### src/rtl/fpga_cfg_pkg.sv
package fpga_cfg_pkg;

  typedef enum logic [1:0] {
    LINK_SER = 2'd0,
    LINK_PAR = 2'd1,
    LINK_SEC = 2'd2,
    LINK_BAD = 2'd3
  } link_e;

  typedef enum logic [1:0] {
    FC_NONE   = 2'd0,
    FC_REQ    = 2'd1,
    FC_STATUS = 2'd2,
    FC_CONF   = 2'd3
  } fcode_e;

  typedef enum logic [2:0] {
    SQ_IDLE,
    SQ_RST_LO,
    SQ_SETUP,
    SQ_FETCH,
    SQ_LOW,
    SQ_HIGH,
    SQ_TAIL_LO,
    SQ_CONF_WAIT
  } seq_e;

  // a link code the engine knows how to clock
  function automatic logic link_ok(input logic [1:0] m);
    return m != LINK_BAD;
  endfunction

  // rising clock edges spent on one byte
  function automatic logic [3:0] pulses_per_byte(input logic [1:0] m);
    case (m)
      LINK_SER: return 4'd8;
      LINK_PAR: return 4'd1;
      LINK_SEC: return 4'd4;
      default:  return 4'd0;
    endcase
  endfunction

  // value presented on the data pins for the current pulse
  function automatic logic [7:0] lane_value(input logic [1:0] m, input logic [7:0] b);
    if (m == LINK_SER) return {7'b0, b[0]};
    return b;
  endfunction

  function automatic int unsigned max3(input int unsigned a, input int unsigned b,
                                       input int unsigned c);
    int unsigned r;
    r = (a > b) ? a : b;
    return (r > c) ? r : c;
  endfunction

endpackage

### src/rtl/cfg_wait_timer.sv
module cfg_wait_timer #(
  parameter int W = 16
) (
  input  logic         clk,
  input  logic         rst_n,
  input  logic         load,
  input  logic [W-1:0] len,
  output logic         expired
);

  logic [W-1:0] cnt_q;

  // a load of N makes expired true in the N-th cycle after the load edge
  always_ff @(posedge clk or negedge rst_n) begin
    if (!rst_n)              cnt_q <= '0;
    else if (load)           cnt_q <= len - W'(1);
    else if (cnt_q != '0)    cnt_q <= cnt_q - W'(1);
  end

  assign expired = (cnt_q == '0);

endmodule

### src/rtl/cfg_lane_unit.sv
module cfg_lane_unit
  import fpga_cfg_pkg::*;
(
  input  logic       clk,
  input  logic       rst_n,
  input  logic       take,
  input  logic       step,
  input  logic       clear,
  input  logic [1:0] mode,
  input  logic [7:0] din,
  output logic [7:0] lane,
  output logic       last_pulse
);

  logic [7:0] byte_q;
  logic [3:0] left_q;
  logic [1:0] mode_q;

  always_ff @(posedge clk or negedge rst_n) begin
    if (!rst_n) begin
      byte_q <= '0;
      left_q <= '0;
      mode_q <= LINK_PAR;
    end else if (clear) begin
      byte_q <= '0;
      left_q <= '0;
    end else if (take) begin
      byte_q <= din;
      left_q <= pulses_per_byte(mode);
      mode_q <= mode;
    end else if (step && left_q != '0) begin
      left_q <= left_q - 4'd1;
      if (mode_q == LINK_SER) byte_q <= byte_q >> 1;
    end
  end

  assign lane       = lane_value(mode_q, byte_q);
  assign last_pulse = (left_q == 4'd1);

endmodule

### src/rtl/fpga_cfg_seq.sv
module fpga_cfg_seq
  import fpga_cfg_pkg::*;
#(
  parameter int CNT_W         = 24,
  parameter int CFG_LOW_CYC   = 1000,
  parameter int CFG_WAIT_CYC  = 20000,
  parameter int HALF_CYC      = 4,
  parameter int DONE_WAIT_CYC = 20000
) (
  input  logic             clk,
  input  logic             rst_n,
  input  logic             start,
  input  logic [1:0]       mode,
  input  logic [CNT_W-1:0] byte_total,
  input  logic             s_valid,
  input  logic [7:0]       s_data,
  output logic             s_ready,
  output logic             ncfg_o,
  output logic             dclk_o,
  output logic [7:0]       data_o,
  input  logic             nstatus_i,
  input  logic             confdone_i,
  output logic             busy,
  output logic             done,
  output logic             error,
  output logic [1:0]       fail_code,
  output logic [CNT_W-1:0] fail_count
);

  localparam int unsigned MAX_WAIT =
    max3(CFG_LOW_CYC, CFG_WAIT_CYC, (DONE_WAIT_CYC > HALF_CYC) ? DONE_WAIT_CYC : HALF_CYC);
  localparam int TW = $clog2(MAX_WAIT + 1) + 1;

  seq_e             st_q;
  logic             ncfg_q, dclk_q, busy_q, done_q, err_q;
  logic [1:0]       code_q;
  logic [CNT_W-1:0] sent_q, total_q, fcnt_q;

  // named internal events, also seen by the checker
  logic             req_ok, t_load, t_exp;
  logic [TW-1:0]    t_len;
  logic             byte_take, status_abort, rise_ev, fall_ev;
  logic             byte_end, final_byte, conf_ok, conf_bad, lane_clear;
  logic             last_pulse;
  logic [7:0]       lane;
  logic [CNT_W-1:0] sent_next;

  assign req_ok       = (byte_total != '0) && link_ok(mode);
  assign s_ready      = (st_q == SQ_FETCH) && nstatus_i;
  assign byte_take    = s_valid && s_ready;
  assign status_abort = (st_q == SQ_FETCH) && !nstatus_i;
  assign rise_ev      = ((st_q == SQ_LOW) || (st_q == SQ_TAIL_LO)) && t_exp;
  assign fall_ev      = (st_q == SQ_HIGH) && t_exp;
  assign byte_end     = fall_ev && last_pulse;
  assign sent_next    = sent_q + CNT_W'(1);
  assign final_byte   = byte_end && (sent_next == total_q);
  assign conf_ok      = (st_q == SQ_CONF_WAIT) && t_exp && confdone_i;
  assign conf_bad     = (st_q == SQ_CONF_WAIT) && t_exp && !confdone_i;
  assign lane_clear   = status_abort || conf_ok || conf_bad;

  // timer reload selection
  always_comb begin
    t_load = 1'b0;
    t_len  = TW'(HALF_CYC);
    unique case (st_q)
      SQ_IDLE: if (start && req_ok) begin
        t_load = 1'b1;
        t_len  = TW'(CFG_LOW_CYC);
      end
      SQ_RST_LO: if (t_exp) begin
        t_load = 1'b1;
        t_len  = TW'(CFG_WAIT_CYC);
      end
      SQ_FETCH:   t_load = byte_take;
      SQ_LOW:     t_load = t_exp;
      SQ_HIGH:    t_load = t_exp;
      SQ_TAIL_LO: if (t_exp) begin
        t_load = 1'b1;
        t_len  = TW'(DONE_WAIT_CYC);
      end
      default: ;
    endcase
  end

  cfg_wait_timer #(.W(TW)) u_timer (
    .clk     (clk),
    .rst_n   (rst_n),
    .load    (t_load),
    .len     (t_len),
    .expired (t_exp)
  );

  cfg_lane_unit u_lane (
    .clk        (clk),
    .rst_n      (rst_n),
    .take       (byte_take),
    .step       (fall_ev),
    .clear      (lane_clear),
    .mode       (mode),
    .din        (s_data),
    .lane       (lane),
    .last_pulse (last_pulse)
  );

  always_ff @(posedge clk or negedge rst_n) begin
    if (!rst_n) begin
      st_q    <= SQ_IDLE;
      ncfg_q  <= 1'b1;
      dclk_q  <= 1'b0;
      busy_q  <= 1'b0;
      done_q  <= 1'b0;
      err_q   <= 1'b0;
      code_q  <= FC_NONE;
      sent_q  <= '0;
      total_q <= '0;
      fcnt_q  <= '0;
    end else begin
      unique case (st_q)
        SQ_IDLE: if (start) begin
          done_q <= 1'b0;
          fcnt_q <= '0;
          if (req_ok) begin
            busy_q  <= 1'b1;
            ncfg_q  <= 1'b0;
            err_q   <= 1'b0;
            code_q  <= FC_NONE;
            sent_q  <= '0;
            total_q <= byte_total;
            st_q    <= SQ_RST_LO;
          end else begin
            err_q  <= 1'b1;
            code_q <= FC_REQ;
          end
        end
        SQ_RST_LO: if (t_exp) begin
          ncfg_q <= 1'b1;
          st_q   <= SQ_SETUP;
        end
        SQ_SETUP: if (t_exp) st_q <= SQ_FETCH;
        SQ_FETCH: begin
          if (status_abort) begin
            ncfg_q <= 1'b1;
            dclk_q <= 1'b0;
            busy_q <= 1'b0;
            err_q  <= 1'b1;
            code_q <= FC_STATUS;
            fcnt_q <= sent_q;
            st_q   <= SQ_IDLE;
          end else if (byte_take) begin
            st_q <= SQ_LOW;
          end
        end
        SQ_LOW: if (t_exp) begin
          dclk_q <= 1'b1;
          st_q   <= SQ_HIGH;
        end
        SQ_HIGH: if (t_exp) begin
          dclk_q <= 1'b0;
          if (byte_end) begin
            sent_q <= sent_next;
            st_q   <= final_byte ? SQ_TAIL_LO : SQ_FETCH;
          end else begin
            st_q <= SQ_LOW;
          end
        end
        SQ_TAIL_LO: if (t_exp) begin
          dclk_q <= 1'b1;
          st_q   <= SQ_CONF_WAIT;
        end
        SQ_CONF_WAIT: if (t_exp) begin
          dclk_q <= 1'b0;
          ncfg_q <= 1'b1;
          busy_q <= 1'b0;
          st_q   <= SQ_IDLE;
          if (confdone_i) begin
            done_q <= 1'b1;
          end else begin
            err_q  <= 1'b1;
            code_q <= FC_CONF;
            fcnt_q <= sent_q;
          end
        end
        default: st_q <= SQ_IDLE;
      endcase
    end
  end

  assign ncfg_o     = ncfg_q;
  assign dclk_o     = dclk_q;
  assign data_o     = busy_q ? lane : 8'h00;
  assign busy       = busy_q;
  assign done       = done_q;
  assign error      = err_q;
  assign fail_code  = code_q;
  assign fail_count = fcnt_q;

endmodule

### config.mk
export PLATFORM = sky130hd
export DESIGN_NAME = fpga_cfg_seq
export DESIGN_NICKNAME = d
export VERILOG_FILES = /design/src/rtl/fpga_cfg_pkg.sv /design/src/rtl/cfg_wait_timer.sv /design/src/rtl/cfg_lane_unit.sv /design/src/rtl/fpga_cfg_seq.sv
export SDC_FILE = /design/constraint.sdc
export NUM_CORES = 1
export LEC_CHECK = 0
export BUFFER_PORTS_ARGS = -buffer_cell sky130_fd_sc_hd__buf_4
export CAP_MARGIN = 5
export CORE_UTILIZATION = 50
export CTS_CLUSTER_DIAMETER = 200
export DETAILED_ROUTE_END_ITERATION = 6
export MAX_ROUTING_LAYER = met4
export PLACE_DENSITY_LB_ADDON = 0.08
export SYNTH_ARGS = -nofsm -noshare
export SYNTH_HDL_FRONTEND = slang
export SYNTH_SLANG_ARGS = --single-unit
### constraint.sdc
create_clock -name clk -period 6.79 [get_ports clk]
set_input_delay 0.679 -clock clk [delete_from_list [all_inputs] [get_ports clk]]
set_output_delay 0.679 -clock clk [all_outputs]
set_load 0.05 [all_outputs]
-- Word level (Yosys, flattened, before mapping)
Cells that the tools add are included.
- $add $sub $neg: 4
- multiply operators: 0
- div/mod/pow operators: 0
- $lt $le $gt $ge: 0
- equality and inequality tests: 28
- shift operators: 0
- mux-type cells: 69
- bitwise logic cells: 1
- reduce and logical (&&, ||, !) cells: 46
- operators with widths (operator ; count):
    $mux W24 ; 8
    $pmux W24 S3 ; 1
    $mux W8 ; 7
    $pmux W24 S2 ; 1
    $mux W3 ; 12
    $mux W16 ; 2
    $pmux W15 S2 ; 1
    $ne A2 B2 Y1 const B ; 13
    $add A24 B1 Y24 const B ; 1
    $eq A24 B24 Y1 ; 1
    $pmux W3 S8 ; 1
    $reduce_bool A24 Y1 ; 1
    $reduce_and A5 Y1 ; 4
    $mux W1 ; 19
    $logic_not A16 Y1 ; 1
    $reduce_bool A16 Y1 ; 1
    $sub A15 B1 Y16 const B ; 1
    $sub A16 B1 Y16 const B ; 1
    $mux W15 ; 1
    $reduce_bool A3 Y1 ; 5
    $eq A3 B3 Y1 const B ; 4
    $logic_and A1 B1 Y1 ; 12
    $mux W4 ; 3
    $pmux W1 S3 ; 4
    26 further kinds ; 43
- bits in registers: 112
- latch bits: 0
- bits in writable memories: 0
- ROM bits: 0
- input bits: 40
- word-level logic and storage cells: 162
- memories kept: 0

-- Depth between registers and ports, before layout
- depth in word-level cells: 8
- gate-level depth with buffers: 13
- gate-level depth less buffers: 12

-- By module
From an unflattened synthesis, not the netlist that was laid out.
- cells, all modules: 722
- area, all modules: 6725.2 µm²
- modules (own cells, without submodules) (module ; instances ; cells an instance ; area each (µm²) ; seq. area each (µm²)):
    fpga_cfg_seq ; 1 ; 498 ; 4635.7 ; 2053.2
    cfg_wait_timer ; 1 ; 129 ; 1197.4 ; 400.4
    cfg_lane_unit ; 1 ; 95 ; 892.1 ; 351.6

-- Worst setup path before layout
Ideal clock, no wire load.
- kind: reg-to-reg
- start point: register u_timer.cnt_q[10]
- end point: register u_timer.cnt_q[14]
- setup time: 0.082 ns
- arrival: 2.999 ns
- data required time: 6.708 ns
- setup slack: 3.710 ns
- stages on the path, launching flop included: 13
- buffers on the path: 1
- clock period less this slack: 3.080 ns
- path through: dfrtp_1 -> buf_2 -> nor4_1 -> nand4_2 -> o31ai_1 -> nor2_1 -> nand2_1 -> ha_1 -> nand2_1 -> a211oi_1 -> nand4_1 -> or3_1 -> a31oi_1
- longest elaborated chain between the ends: 5
- elaborated cells on any way between the ends: 11
- classes of those cells: add/sub: 2; mux: 6; reduce/logical: 3
- ends and longest elaborated chain (what ; line ; RTL):
    start, declared ; cfg_wait_timer.sv:11 ; logic [W-1:0] cnt_q;
    start signal, assigned ; cfg_wait_timer.sv:16 ; else if (load) cnt_q <= len - W'(1);
    start signal, assigned ; cfg_wait_timer.sv:17 ; else if (cnt_q != '0) cnt_q <= cnt_q - W'(1);
    $logic_not A16 Y1 ; cfg_wait_timer.sv:20 ; assign expired = (cnt_q == '0);
    $mux W15 ; fpga_cfg_seq.sv:70, fpga_cfg_seq.sv:77 ;
    $pmux W15 S2 ; fpga_cfg_seq.sv:65 ; unique case (st_q)
    $sub A15 B1 Y16 ; cfg_wait_timer.sv:16 ;
    $mux W16 ; cfg_wait_timer.sv:16 ;
Parallel ways exist; a longest one is shown, timed or not. The select of a mux whose other input is x is not followed.
A chain may end at the register's enable or synchronous reset.

-- Final worst setup path
- start point: register st_q[0]
- end point: register u_timer.cnt_q[12]
- longest elaborated chain between the ends: 5
- elaborated cells on any way between the ends: 15
- classes of those cells: add/sub: 1; eq/ne: 5; mux: 3; reduce/logical: 6
- ends and longest elaborated chain (what ; line ; RTL):
    start, declared ; fpga_cfg_seq.sv:34 ; seq_e st_q;
    start signal, assigned ; fpga_cfg_seq.sv:161 ; st_q <= final_byte ? SQ_TAIL_LO : SQ_FETCH;
    $eq A3 B3 Y1 (tied with other cells) ; fpga_cfg_seq.sv:65 ;
    $reduce_or A2 Y1 (no line) or $logic_and A1 B1 Y1 (tied branches) ; -- ;
    $pmux W15 S2 or $logic_and A1 B1 Y1 (tied branches) ; fpga_cfg_seq.sv:65, fpga_cfg_seq.sv:50 ;
    $sub A15 B1 Y16 or $pmux W1 S4 (tied branches) ; cfg_wait_timer.sv:16, fpga_cfg_seq.sv:65 ;
    $mux W16 or $reduce_bool A2 Y1 (tied branches) ; -- ;
Parallel ways exist; a longest one is shown, timed or not.

==> key figures <==
Setup path
  • Crit path launch: st_q[0]$_DFFE_PN0P_
  • R2R Path End: u_timer.cnt_q[12]$_DFFE_PN0P_
  • Reg2Reg Setup Slack: between 2 and 3 ns
  • Crit path to: u_timer.cnt_q[12]$_DFFE_PN0P_
  • Worst Path Max Fanout: 25
  • Crit Path Category: register to register
  • Worst Reg-to-Reg Cells: 12
  • R2r startpoint: st_q[0]$_DFFE_PN0P_
  • Crit path launch type: register
  • Worst path required time: roughly 7.0 ns
  • Crit path DAT: just over 4 ns
  • Crit end category: register

STA
  • Final hold viol count: 0
  • Fmax: 254 MHz
  • Tightest Pin Transition: roughly 1.2 ns
  • Fin. max-slew vios: 0
  • Clock Skews: ~0.005 ns
  • Unrepaired setup endpoints after global routing: false
  • Post-layout min period: ~4 ns
  • Setup tns final: 0 ns
  • Fin crit share: 0.579
  • Slew HR: 0.216
  • Hold Slack: 0.327 ns
  • Final number of setup-violating endpoints: 0

Run status
  • Status: finished clean

CTS
  • Clk_lat worst skew: around 0.36 ns
  • Hold_buf cts: 0
  • Root buf cell: clkbuf_16
  • CTS Buf Count: 9
  • Post-CTS setup buffers: 0
  • CTS H-tree lvls: 3
  • CTS max path bufs: 2
  • Clock sink total: around 110
  • TritonCTS clock tree: done
  • Reg clk slew, reported paths: about 0.07 ns
  • Post_cts resized: 0

Synth
  • Mean Syn Cell Area: 8.45 µm²
  • Synth cell types: between 60 and 70
  • Fraction of synthesized area in multiplexers: 0.00641
  • Synth Register Bits: 112
  • Area contributors post-synth: dfrtp_1 (44%), nand2_1 (10%), o21ai_0 (5.7%)
  • Ys flop type: dfrtp_1
  • Post-synth EDFFs: 0
  • Post-synth top area share: 0.441
  • Compound-cell area share of the yosys netlist: 0.182
  • Cell Area, Synth: around 6200 µm²
  • Adder-Cell Fraction of Synth Area: 0.0100
  • Simple-gate share of the synthesized area: 0.251
  • Async SR Flop Fraction: 1.00
  • Largest area contributor in the netlist: dfrtp_1
  • Register area share after synthesis: 0.449
  • Largest family of logic cells by synthesized area: simple AND/OR/NAND/NOR gates
  • Synth warn: 0
  • Syn nets: just under 800
  • Synth Area in XOR/XNOR: 0.0585
  • Cell count after synthesis: ~740

Placement
  • Port Buffers: 79
  • Placer Congestion: just under 0.9
  • DP HPWL: roughly 11000 µm

Final layout
  • Final nets: about 830
  • Commonest non-fill, non-tap cell in the layout: nand2_1
  • Most frequent cells in the layout: nand2_1 (166), dfrtp_1 (110), buf_4 (86), o21ai_0 (71), nor2_1 (53)
  • Synth-to-layout area growth: 14.6%
  • Share of cells above drive strength 1: 0.149
  • Diode count: 0

Detailed routing
  • Initial DRC count: 235
  • Final ANT Viol Nets: 0
  • Routed wire per std cell: 16.3 µm
  • DR pass1 iterations: 5
  • Vias per cell: between 5 and 6
  • Routed vias: about 5.6k
  • DRC: 0
  • Total Routed Length: ~16000 µm

Floorplanning
  • Ports: 80
  • Initial Utilization: 0.516
  • Die H: roughly 110 µm
  • Rows: 40
  • Chip Width: 114 µm
  • Die area: 12900 µm²
  • CORE AREA: ~12000 µm²

Worst hold path
  • Min-Delay Path Class: input pin to asynchronous set/reset pin

GRT
  • Largest net degree at the start of global routing: 65
  • Gr usage total: 0.264
  • Antenna violations before repair: 0
  • First-pass GRT wire length: ~26000 µm
  • Total grt overflow: 0
  • Vias in the first global route: 5279

Power and ir drop
  • PwrDens: between 150 and 200 nW/µm²
  • Worst vdd ir: about 0.12 mV
  • Pleak: 3.22 nW

Job
  • Max Cap Viol: 0
critical path, stage by stage (launching register included):
cell	delay, ns
dfrtp_1	0.59
and2_1	0.78
nand3_1	0.15
buf_4	0.25
o31ai_1	0.20
nor2_1	0.32
nand2_1	0.15
ha_1	0.21
nand2_1	0.12
a211oi_1	0.26
nand4_1	0.24
o311ai_0	0.38
o41ai_1	0.13
worst min path at each step:
stage          cells past startpoint                       start                          to  slack [ns]
2_1_floorplan                      0                       rst_n            busy$_DFFE_PN0P_        0.38
3_3_place_gp                       2  fail_count[15]$_DFFE_PN0P_  fail_count[15]$_DFFE_PN0P_        0.46
3_5_place_dp                       2  fail_count[11]$_DFFE_PN0P_  fail_count[11]$_DFFE_PN0P_        0.47
4_1_cts                            1                       rst_n       sent_q[6]$_DFFE_PN0P_        0.36
5_1_grt                            1                       rst_n       sent_q[4]$_DFFE_PN0P_        0.40
6_report                           1                       rst_n       sent_q[4]$_DFFE_PN0P_        0.33
final cells by class:
type                    instances  area (µm²)
fillers                      1133        4960
multi-input cells             562        3170
flip-flops and latches        112        2810
repair buffers                 86         646
clock buffers                  14         274
well taps                     168         210
inverters                      13        48.8
through the flow:
stage                      util  setup WS (ns)  cell area [µm²]  total power, mW  std cells
after detailed placement  0.568           2.91             6880            0.733        941
after floorplan               -           3.71             6250            0.695        739
after global routing      0.591           2.47             7160             1.27        955
after CTS                 0.591           2.90             7160             1.24        955
after global placement    0.568           3.02             6880            0.732        941
final                     0.591           2.86             7160             1.23        955
synthesized netlist by cell type (4+ instances only):
library cell  number
a211oi_1           6
a21oi_1           42
a31oi_1            5
and2_1            13
and3_1             7
and4_1             5
buf_1              4
buf_2             16
clkbuf_1          31
dfrtp_1          110
ha_1               5
inv_1             13
mux2i_1            4
nand2_1          166
nand3_1           14
nand4_1           11
nor2_1            54
nor2b_1            5
nor3_1            15
nor4_1            12
o211ai_1           6
o21ai_0           71
o22ai_1            4
o31ai_1           12
o41ai_1            9
or2_2              4
or3_1              9
xnor2_1           24
xor2_1            15
flip-flops by register name, indices dropped and copies added, names as in the netlist:
register       count
busy               1
dclk_o             1
done               1
error              1
fail_code          2
fail_count        24
ncfg_o             1
sent_q            24
st_q               3
total_q           24
u_lane.byte_q      8
u_lane.left_q      4
u_lane.mode_q      2
u_timer.cnt_q     16
logic make-up after synthesis:
| group | count (synthesis) |
|---|---|
| AOI/OAI and AO/OA | 183 |
| and+or+nand+nor | 330 |
| adders and majority gates | 5 |
| xor gates and xnor gates | 40 |
| buffers and inverters | 65 |
| DFF | 112 |
| muxes | 4 |
where the power goes:
part           switching [mW]  leakage, nW  internal [mW]
Combinational          0.0265         1.72         0.0198
Sequential            0.00276         1.36          0.670
Clock                   0.233        0.135          0.275
Total                   0.263         3.22          0.966
routing by layer:
metal  up-vias  routed length, µm  track usage
met4         0                620        0.149
met2       193               7650        0.421
li1       2682                  -            -
met5         -                  0            -
met3        33                684       0.0303
met1      2668               6630        0.329
Power figures use the tool's default switching activity.
